**src/rtl/reauth_pkg.sv**
```systemverilog
package reauth_pkg;

  typedef enum logic {
    ST_IDLE = 1'b0,
    ST_RUN  = 1'b1
  } ctrl_state_e;

  // Tap mask (bit t-1 set for tap t) of a maximal-length Fibonacci register.
  function automatic logic [15:0] fib_taps(input int unsigned width);
    logic [15:0] m;
    case (width)
      5:       m = 16'h0014; // 5,3
      6:       m = 16'h0030; // 6,5
      7:       m = 16'h0060; // 7,6
      8:       m = 16'h00B8; // 8,6,5,4
      9:       m = 16'h0110; // 9,5
      10:      m = 16'h0240; // 10,7
      11:      m = 16'h0500; // 11,9
      12:      m = 16'h0829; // 12,6,4,1
      13:      m = 16'h100D; // 13,4,3,1
      14:      m = 16'h2015; // 14,5,3,1
      default: m = 16'h6000; // 15,14
    endcase
    return m;
  endfunction

  // A seed that lands on zero after masking would lock the register: use 1.
  function automatic logic [15:0] safe_seed(input logic [15:0] seed, input int unsigned width);
    logic [15:0] mask;
    mask = (16'h1 << width) - 16'h1;
    return ((seed & mask) == 16'h0) ? 16'h1 : (seed & mask);
  endfunction

endpackage

```
**src/rtl/reauth_lfsr.sv**
```systemverilog
module reauth_lfsr
  import reauth_pkg::*;
#(
  parameter int unsigned W    = 8,
  parameter logic [15:0] SEED = 16'h0ACE
) (
  input  logic         clk_i,
  input  logic         rst_ni,
  output logic [W-1:0] q_o
);
  localparam logic [15:0]  TAPS16 = fib_taps(W);
  localparam logic [15:0]  SEED16 = safe_seed(SEED, W);
  localparam logic [W-1:0] MASK   = TAPS16[W-1:0];
  localparam logic [W-1:0] INIT   = SEED16[W-1:0];

  function automatic logic [W-1:0] step(input logic [W-1:0] cur);
    return {cur[W-2:0], ^(cur & MASK)};
  endfunction

  logic [W-1:0] q_q;

  always_ff @(posedge clk_i or negedge rst_ni) begin
    if (!rst_ni) q_q <= INIT;
    else         q_q <= step(q_q);
  end

  assign q_o = q_q;
endmodule

```
**src/rtl/reauth_counter.sv**
```systemverilog
module reauth_counter #(
  parameter int unsigned W = 8
) (
  input  logic         clk_i,
  input  logic         rst_ni,
  input  logic         clr_i,
  input  logic         inc_i,
  output logic [W-1:0] cnt_o
);
  logic [W-1:0] cnt_q;

  always_ff @(posedge clk_i or negedge rst_ni) begin
    if (!rst_ni)    cnt_q <= '0;
    else if (clr_i) cnt_q <= '0;
    else if (inc_i) cnt_q <= cnt_q + W'(1);
  end

  assign cnt_o = cnt_q;
endmodule

```
**src/rtl/reauth_ctrl.sv**
```systemverilog
module reauth_ctrl
  import reauth_pkg::*;
#(
  parameter int unsigned W       = 8,
  parameter int unsigned IDX_W   = 3,
  parameter int unsigned IDX_LSB = 0
) (
  input  logic             clk_i,
  input  logic             rst_ni,
  input  logic             auth_i,
  input  logic [W-1:0]     rnd_i,
  input  logic [W-1:0]     cnt_i,
  output logic             clr_o,
  output logic             inc_o,
  output logic             arm_o,
  output logic             expire_o,
  output logic             running_o,
  output logic [W-1:0]     period_o,
  output logic             jump_o,
  output logic [IDX_W-1:0] idx_o
);
  function automatic logic [W-1:0] period_of(input logic [W-1:0] v);
    return (v == '0) ? W'(1) : v;
  endfunction

  function automatic logic [IDX_W-1:0] pick_idx(input logic [W-1:0] v);
    return v[IDX_LSB +: IDX_W];
  endfunction

  ctrl_state_e      state_q;
  logic [W-1:0]     period_q;
  logic [IDX_W-1:0] idx_q;
  logic             jump_q;
  logic             arm_w, expire_w;

  assign arm_w    = (state_q == ST_IDLE) && auth_i;
  assign expire_w = (state_q == ST_RUN) && (cnt_i == period_q);

  always_ff @(posedge clk_i or negedge rst_ni) begin
    if (!rst_ni) begin
      state_q  <= ST_IDLE;
      period_q <= '0;
      idx_q    <= '0;
      jump_q   <= 1'b0;
    end else begin
      jump_q <= expire_w;
      unique case (state_q)
        ST_IDLE: if (arm_w) begin
          period_q <= period_of(rnd_i);
          state_q  <= ST_RUN;
        end
        ST_RUN: if (expire_w) begin
          idx_q   <= pick_idx(rnd_i);
          state_q <= ST_IDLE;
        end
        default: state_q <= ST_IDLE;
      endcase
    end
  end

  assign clr_o     = arm_w;
  assign inc_o     = (state_q == ST_RUN) && !expire_w;
  assign arm_o     = arm_w;
  assign expire_o  = expire_w;
  assign running_o = (state_q == ST_RUN);
  assign period_o  = period_q;
  assign jump_o    = jump_q;
  assign idx_o     = idx_q;
endmodule

```
**src/rtl/reauth_timer.sv**
```systemverilog
module reauth_timer #(
  parameter int unsigned LFSR_W  = 8,
  parameter int unsigned IDX_W   = 3,
  parameter int unsigned IDX_LSB = 0,
  parameter logic [15:0] SEED    = 16'h0ACE
) (
  input  logic             clk_i,
  input  logic             rst_ni,
  input  logic             auth_i,
  output logic             jump_o,
  output logic [IDX_W-1:0] jump_idx_o
);
  logic [LFSR_W-1:0] rnd_w;
  logic [LFSR_W-1:0] cnt_w;
  logic [LFSR_W-1:0] period_w;
  logic              clr_w, inc_w, arm_w, expire_w, running_w;

  reauth_lfsr #(.W(LFSR_W), .SEED(SEED)) u_lfsr (
    .clk_i (clk_i),
    .rst_ni(rst_ni),
    .q_o   (rnd_w)
  );

  reauth_counter #(.W(LFSR_W)) u_cnt (
    .clk_i (clk_i),
    .rst_ni(rst_ni),
    .clr_i (clr_w),
    .inc_i (inc_w),
    .cnt_o (cnt_w)
  );

  reauth_ctrl #(.W(LFSR_W), .IDX_W(IDX_W), .IDX_LSB(IDX_LSB)) u_ctrl (
    .clk_i    (clk_i),
    .rst_ni   (rst_ni),
    .auth_i   (auth_i),
    .rnd_i    (rnd_w),
    .cnt_i    (cnt_w),
    .clr_o    (clr_w),
    .inc_o    (inc_w),
    .arm_o    (arm_w),
    .expire_o (expire_w),
    .running_o(running_w),
    .period_o (period_w),
    .jump_o   (jump_o),
    .idx_o    (jump_idx_o)
  );
endmodule

```
**config.mk**
```make
export PLATFORM = sky130hd
export DESIGN_NAME = reauth_timer
export DESIGN_NICKNAME = d
export VERILOG_FILES = /design/src/rtl/reauth_pkg.sv /design/src/rtl/reauth_lfsr.sv /design/src/rtl/reauth_counter.sv /design/src/rtl/reauth_ctrl.sv /design/src/rtl/reauth_timer.sv
export SDC_FILE = /design/constraint.sdc
export NUM_CORES = 1
export LEC_CHECK = 0
export BUFFER_PORTS_ARGS = -buffer_cell sky130_fd_sc_hd__buf_2
export CORE_MARGIN = 10
export CORE_UTILIZATION = 30
export CTS_BUF_LIST = sky130_fd_sc_hd__clkbuf_4 sky130_fd_sc_hd__clkbuf_8
export DETAILED_ROUTE_END_ITERATION = 10
export SYNTH_ARGS = -nofsm -noshare
export SYNTH_HDL_FRONTEND = slang
export SYNTH_SLANG_ARGS = --single-unit
```
**constraint.sdc**
```tcl
create_clock -name clk_i -period 4.1 [get_ports clk_i]
set_input_delay 0.615 -clock clk_i [delete_from_list [all_inputs] [get_ports clk_i]]
set_output_delay 0.615 -clock clk_i [all_outputs]
set_load 0.01 [all_outputs]
```
=== Word level (Yosys, flattened, before mapping) ===
Cells that the tools add are included.

* Register bits: 29
* Output and inout bits: 4
* Input port bits: 3
* Word-level logic and storage cells: 24

* Mux-type cells: 6
* Equal/unequal tests: 1
* Bitwise logic cells: 1
* Add/sub/neg operators: 1
* Reductions and logical operators: 9

{| class="wikitable"
|+ Operator list
! kind !! count
|-
| 8-bit 2-to-1 mux || 3
|-
| 8-bit by 1-bit adder with 8-bit output (second input constant) || 1
|-
| 8-bit equality test || 1
|-
| 8-bit zero test || 1
|-
| 8-bit XOR reduction || 1
|-
| 2-bit AND reduction || 2
|-
| 1-bit logical AND || 3
|-
| 1-bit 2-to-1 mux || 2
|-
| 1-bit one-hot mux with 2 select lines || 1
|-
| 2-bit nonzero test || 1
|-
| 1-bit zero test || 1
|-
| 1-bit NOT || 1
|}

=== Longest topological paths before layout ===
* Depth in word-level cells: 6
* Depth in mapped cells: 6

=== By module ===
Synthesis repeated with hierarchy kept, for this count alone.

* Cell total of the unflattened synthesis: 94
* Area, all modules: 1218.7 um2

{| class="wikitable"
|+ Modules (own cells, without submodules)
! module !! area an instance (um2) !! cells an instance !! times used
|-
| reauth_ctrl || 589.3 || 46 || 1
|-
| reauth_counter || 396.6 || 37 || 1
|-
| reauth_lfsr || 232.7 || 11 || 1
|}

=== Worst setup path before layout ===
No wires, ideal clock.

* Path kind: reg-to-reg
* Start point: register u_cnt.cnt_q[4] (netlist: u_cnt.cnt_o[4])
* End point: register u_ctrl.idx_q[0] (netlist: u_ctrl.idx_o[0])
* Path buffers: 1
* Period minus slack after synthesis: 1.506 ns
* Setup time: 0.125 ns
* Slack: 2.594 ns
* Data arrival time: 1.381 ns
* Required time: 3.975 ns
* Stages on the path, launching flop included: 7
* Cell sequence: dfrtp_1 xnor2_1 nand4_1 nor2_2 buf_6 nand2_4 mux2_4

* Word-level cells in the longest chain between the ends: 3

{| class="wikitable"
|+ RTL lines
! item !! line !! RTL
|-
| start: declaration || reauth_counter.sv:10 || <nowiki>logic [W-1:0] cnt_q;</nowiki>
|-
| start signal: assignment || reauth_counter.sv:15 || <nowiki>else if (inc_i) cnt_q <= cnt_q + W'(1);</nowiki>
|-
| 8-bit equality test || reauth_ctrl.sv:37 || <nowiki>assign expire_w = (state_q == ST_RUN) && (cnt_i == period_q);</nowiki>
|-
| 1-bit logical AND || reauth_ctrl.sv:37 ||
|-
| 2-bit AND reduction (no line) || - ||
|-
| end signal: assignment || reauth_ctrl.sv:53 || <nowiki>idx_q <= pick_idx(rnd_i);</nowiki>
|-
| end: declaration || reauth_ctrl.sv:32 || <nowiki>logic [IDX_W-1:0] idx_q;</nowiki>
|}

No other way between the ends.
A chain may end at the register's enable or synchronous reset.

=== Worst setup path in the final report ===
* Start point: register u_cnt.cnt_q[5] (netlist: u_cnt.cnt_o[5])
* End point: register u_ctrl.idx_q[2] (netlist: u_ctrl.idx_o[2])

The elaborated chain is that of the path after synthesis.

==> results_dict.tcl <==
set metrics [dict create \
    synth_cell_type_count 29 \
    finish.net_count 134 \
    rsz0062_at_grt "false" \
    timing.final.crit_share_pct 47.6 \
    tritoncts "built" \
    diodes 0 \
    dieArea_um2 7500 \
    clkTransAtPathRegs_ns 0.06 \
    pin_count 7 \
    clock-skew-final_ns 0.00307 \
    antenna_found_initial 0 \
    cts_hold_repair.buffers 0 \
    setup_viol 0 \
    p_leak_uw 0.000670 \
    maxSlewViolCount 0 \
    multi_input_comb_area_um2 543 \
    finalCriticalPeriod_ns 1.95 \
    gp_congestion 0.806 \
    clk-insertion-delay-late_ns 0.28 \
    yosys_warning_count 0 \
    cts_buffers 5 \
    max_slew.worst_pin.slew_ns 0.679 \
    clock-root-buffer "clkbuf_8" \
    max_transition_margin_pct 54.7 \
    stdcell_count 182 \
    core.rowCount 24 \
    syn-mean-instance-area_um2 11.3 \
    route.detailed.wl_per_inst_um 14.2 \
    post-cts-setup-buffer-count 0 \
    dpl.hpwl_um 1820 \
    detailed_route_wl_um 2590 \
    achievable-frequency_mhz 513 \
    max_cap_viols 0 \
    dp_slack_ns 2.20 \
    first_global_vias 934 \
    grt_first_pass_wirelength_um 4460 \
    core_um2 4320 \
    timing.final.hold_violations 0 \
    place.port_buffers 6 \
    worstHoldPathType "in2async" \
    die-width_um 86.6 \
    synth.net_count 123 \
    most-common-layout-cells "24 x nand2_1, 24 x dfrtp_1, 10 x xnor2_1" \
    setup_ws_ns 2.15 \
    detailedRoute.firstIterationViolations 93 \
    htree_levels 2 \
    postCtsResizedCells 0 \
    crit_path_max_fanout 12 \
    post_route_cells_drive_above_1_share_pct 20.8 \
    netlist_instances 118 \
    power-per-cell-area_nw_per_um2 367 \
    detail_route.vias_per_cell 4.91 \
    route.detailed.drc 0 \
    clock_tree.buffer_depth 2 \
    critical_path.startpoint_type "flop" \
    worst-endpoint-required_ns 4.26 \
    chipHeight_um 86.6 \
    filler_cell_count 448 \
    synthesis_to_layout_area_growth_pct 13.5 \
    cp_data_arrival_time_ns 2.11 \
    grt_overflow 0 \
    dp_cells 174 \
    cts_num_sinks 29 \
    ys_ff_latch 29 \
    yosysSeqAreaShare_pct 55.0 \
    status "complete, no violations" \
    worst_setup_path_end_kind "flop" \
    max-vdd-ir-drop_mv 0.260 \
    totalNegativeSetupSlack_ns 0 \
    post_synth_instance_area_um2 1330 \
    drt_pre_antenna_iters 4 \
    grt_max_degree 30 \
    grt_util_all_layers_pct 7.52 \
    antenna_violating_nets_post_route 0 \
    criticalPathCategory "reg2reg" \
    register_area_um2 732 \
    initial_core_util_pct 30.8 \
    routed-via-count 893 \
]
## state kept, by name, summed over array words and instances (netlist names)
register	flops
u_ctrl.period_o	8
u_ctrl.running_o	1
u_ctrl.idx_o	3
u_cnt.cnt_o	8
u_lfsr.q_o	8
u_ctrl.jump_o	1
## report_power, final
part	leakage (uW)	switching, uW	internal, uW
Clock	0.0000542	102	151
Combinational	0.000236	10.3	3.38
Sequential	0.000380	0.354	287
## final timing paths
path | from | end | slack, ns | cells past startpoint
min in group clk_i | u_lfsr.q_o[6] | u_lfsr.q_o[7] | 0.38 | 0
worst min-delay path | rst_ni | u_ctrl.period_o[2] | 0.35 | 1
worst min register to register | u_lfsr.q_o[6] | u_lfsr.q_o[7] | 0.38 | 0
worst max register to register | u_cnt.cnt_o[5] | u_ctrl.idx_o[2] | 2.15 | 5
worst max-delay path | u_cnt.cnt_o[5] | u_ctrl.idx_o[2] | 2.15 | 5
max in group asynchronous | rst_ni | u_lfsr.q_o[0] | 3.33 | 1
## per-layer routing
metal / wire length (um) / global-route usage (%)
met1: 1180 / 8.24
met2: 1200 / 11.8
met3: 148 / 3.56
met4: 58 / 3.98
met5: 0 / 0
## worst max-delay path: stages (launching register included)
cell     delay [ns]
dfrtp_1        0.43
xnor2_1        0.20
nand4_1        0.15
nor2_2         0.57
nand2_4        0.14
mux2_4         0.33
## logic make-up after synthesis
logic type | Yosys count | synth area share [%]
AO/OA/AOI/OAI | 15 | 7.33
XOR/XNOR | 11 | 7.24
adder cells (fa/ha/maj) | 2 | 1.88
buffers and inverters | 9 | 4.23
flip-flops | 29 | 55.0
multiplexers | 6 | 5.64
AND/OR/NAND/NOR | 46 | 18.7
## layout make-up
type | count | share of cell area (%)
clock buffer | 7 | 6.37
clock inverter | 1 | 0.331
tap | 52 | 4.30
inverter | 7 | 2.65
timing repair buffer | 6 | 1.99
multi-input combinational | 80 | 35.9
sequential | 29 | 48.4
## per-stage QoR
step / power [uW] / hold WS, ns / cell area (um2) / utilization (%)
floorplan: 300 / 0.319 / 1330 / -
global placement: 306 / 0.374 / 1410 / 32.6
detailed placement: 306 / 0.375 / 1410 / 32.6
CTS: 566 / 0.361 / 1510 / 35.0
global route: 578 / 0.385 / 1510 / 35.0
finish: 554 / 0.351 / 1510 / 35.0
## synth_stat cells, drive strengths merged
master,n,area share (%)
nand4,3,1.4
a22o,2,1.3
xnor2,10,6.6
o311ai,2,1.3
nand2,25,7.6
o31a,1,0.66
inv,6,1.7
dfstp,5,9.9
or3,1,0.47
a41oi,1,0.66
o21ai,6,2.3
xor2,1,0.66
a21oi,3,1.1
ha,2,1.9
nand3,4,1.5
bufinv,1,1.3
nor2b,1,0.47
nor3,1,0.38
nor4,2,3.2
or4b,2,1.5
buf,2,1.2
nor2,7,2.2
mux2,3,3.4
mux2i,3,2.3
dfrtp,24,45
(Power assumes the default switching activity.)
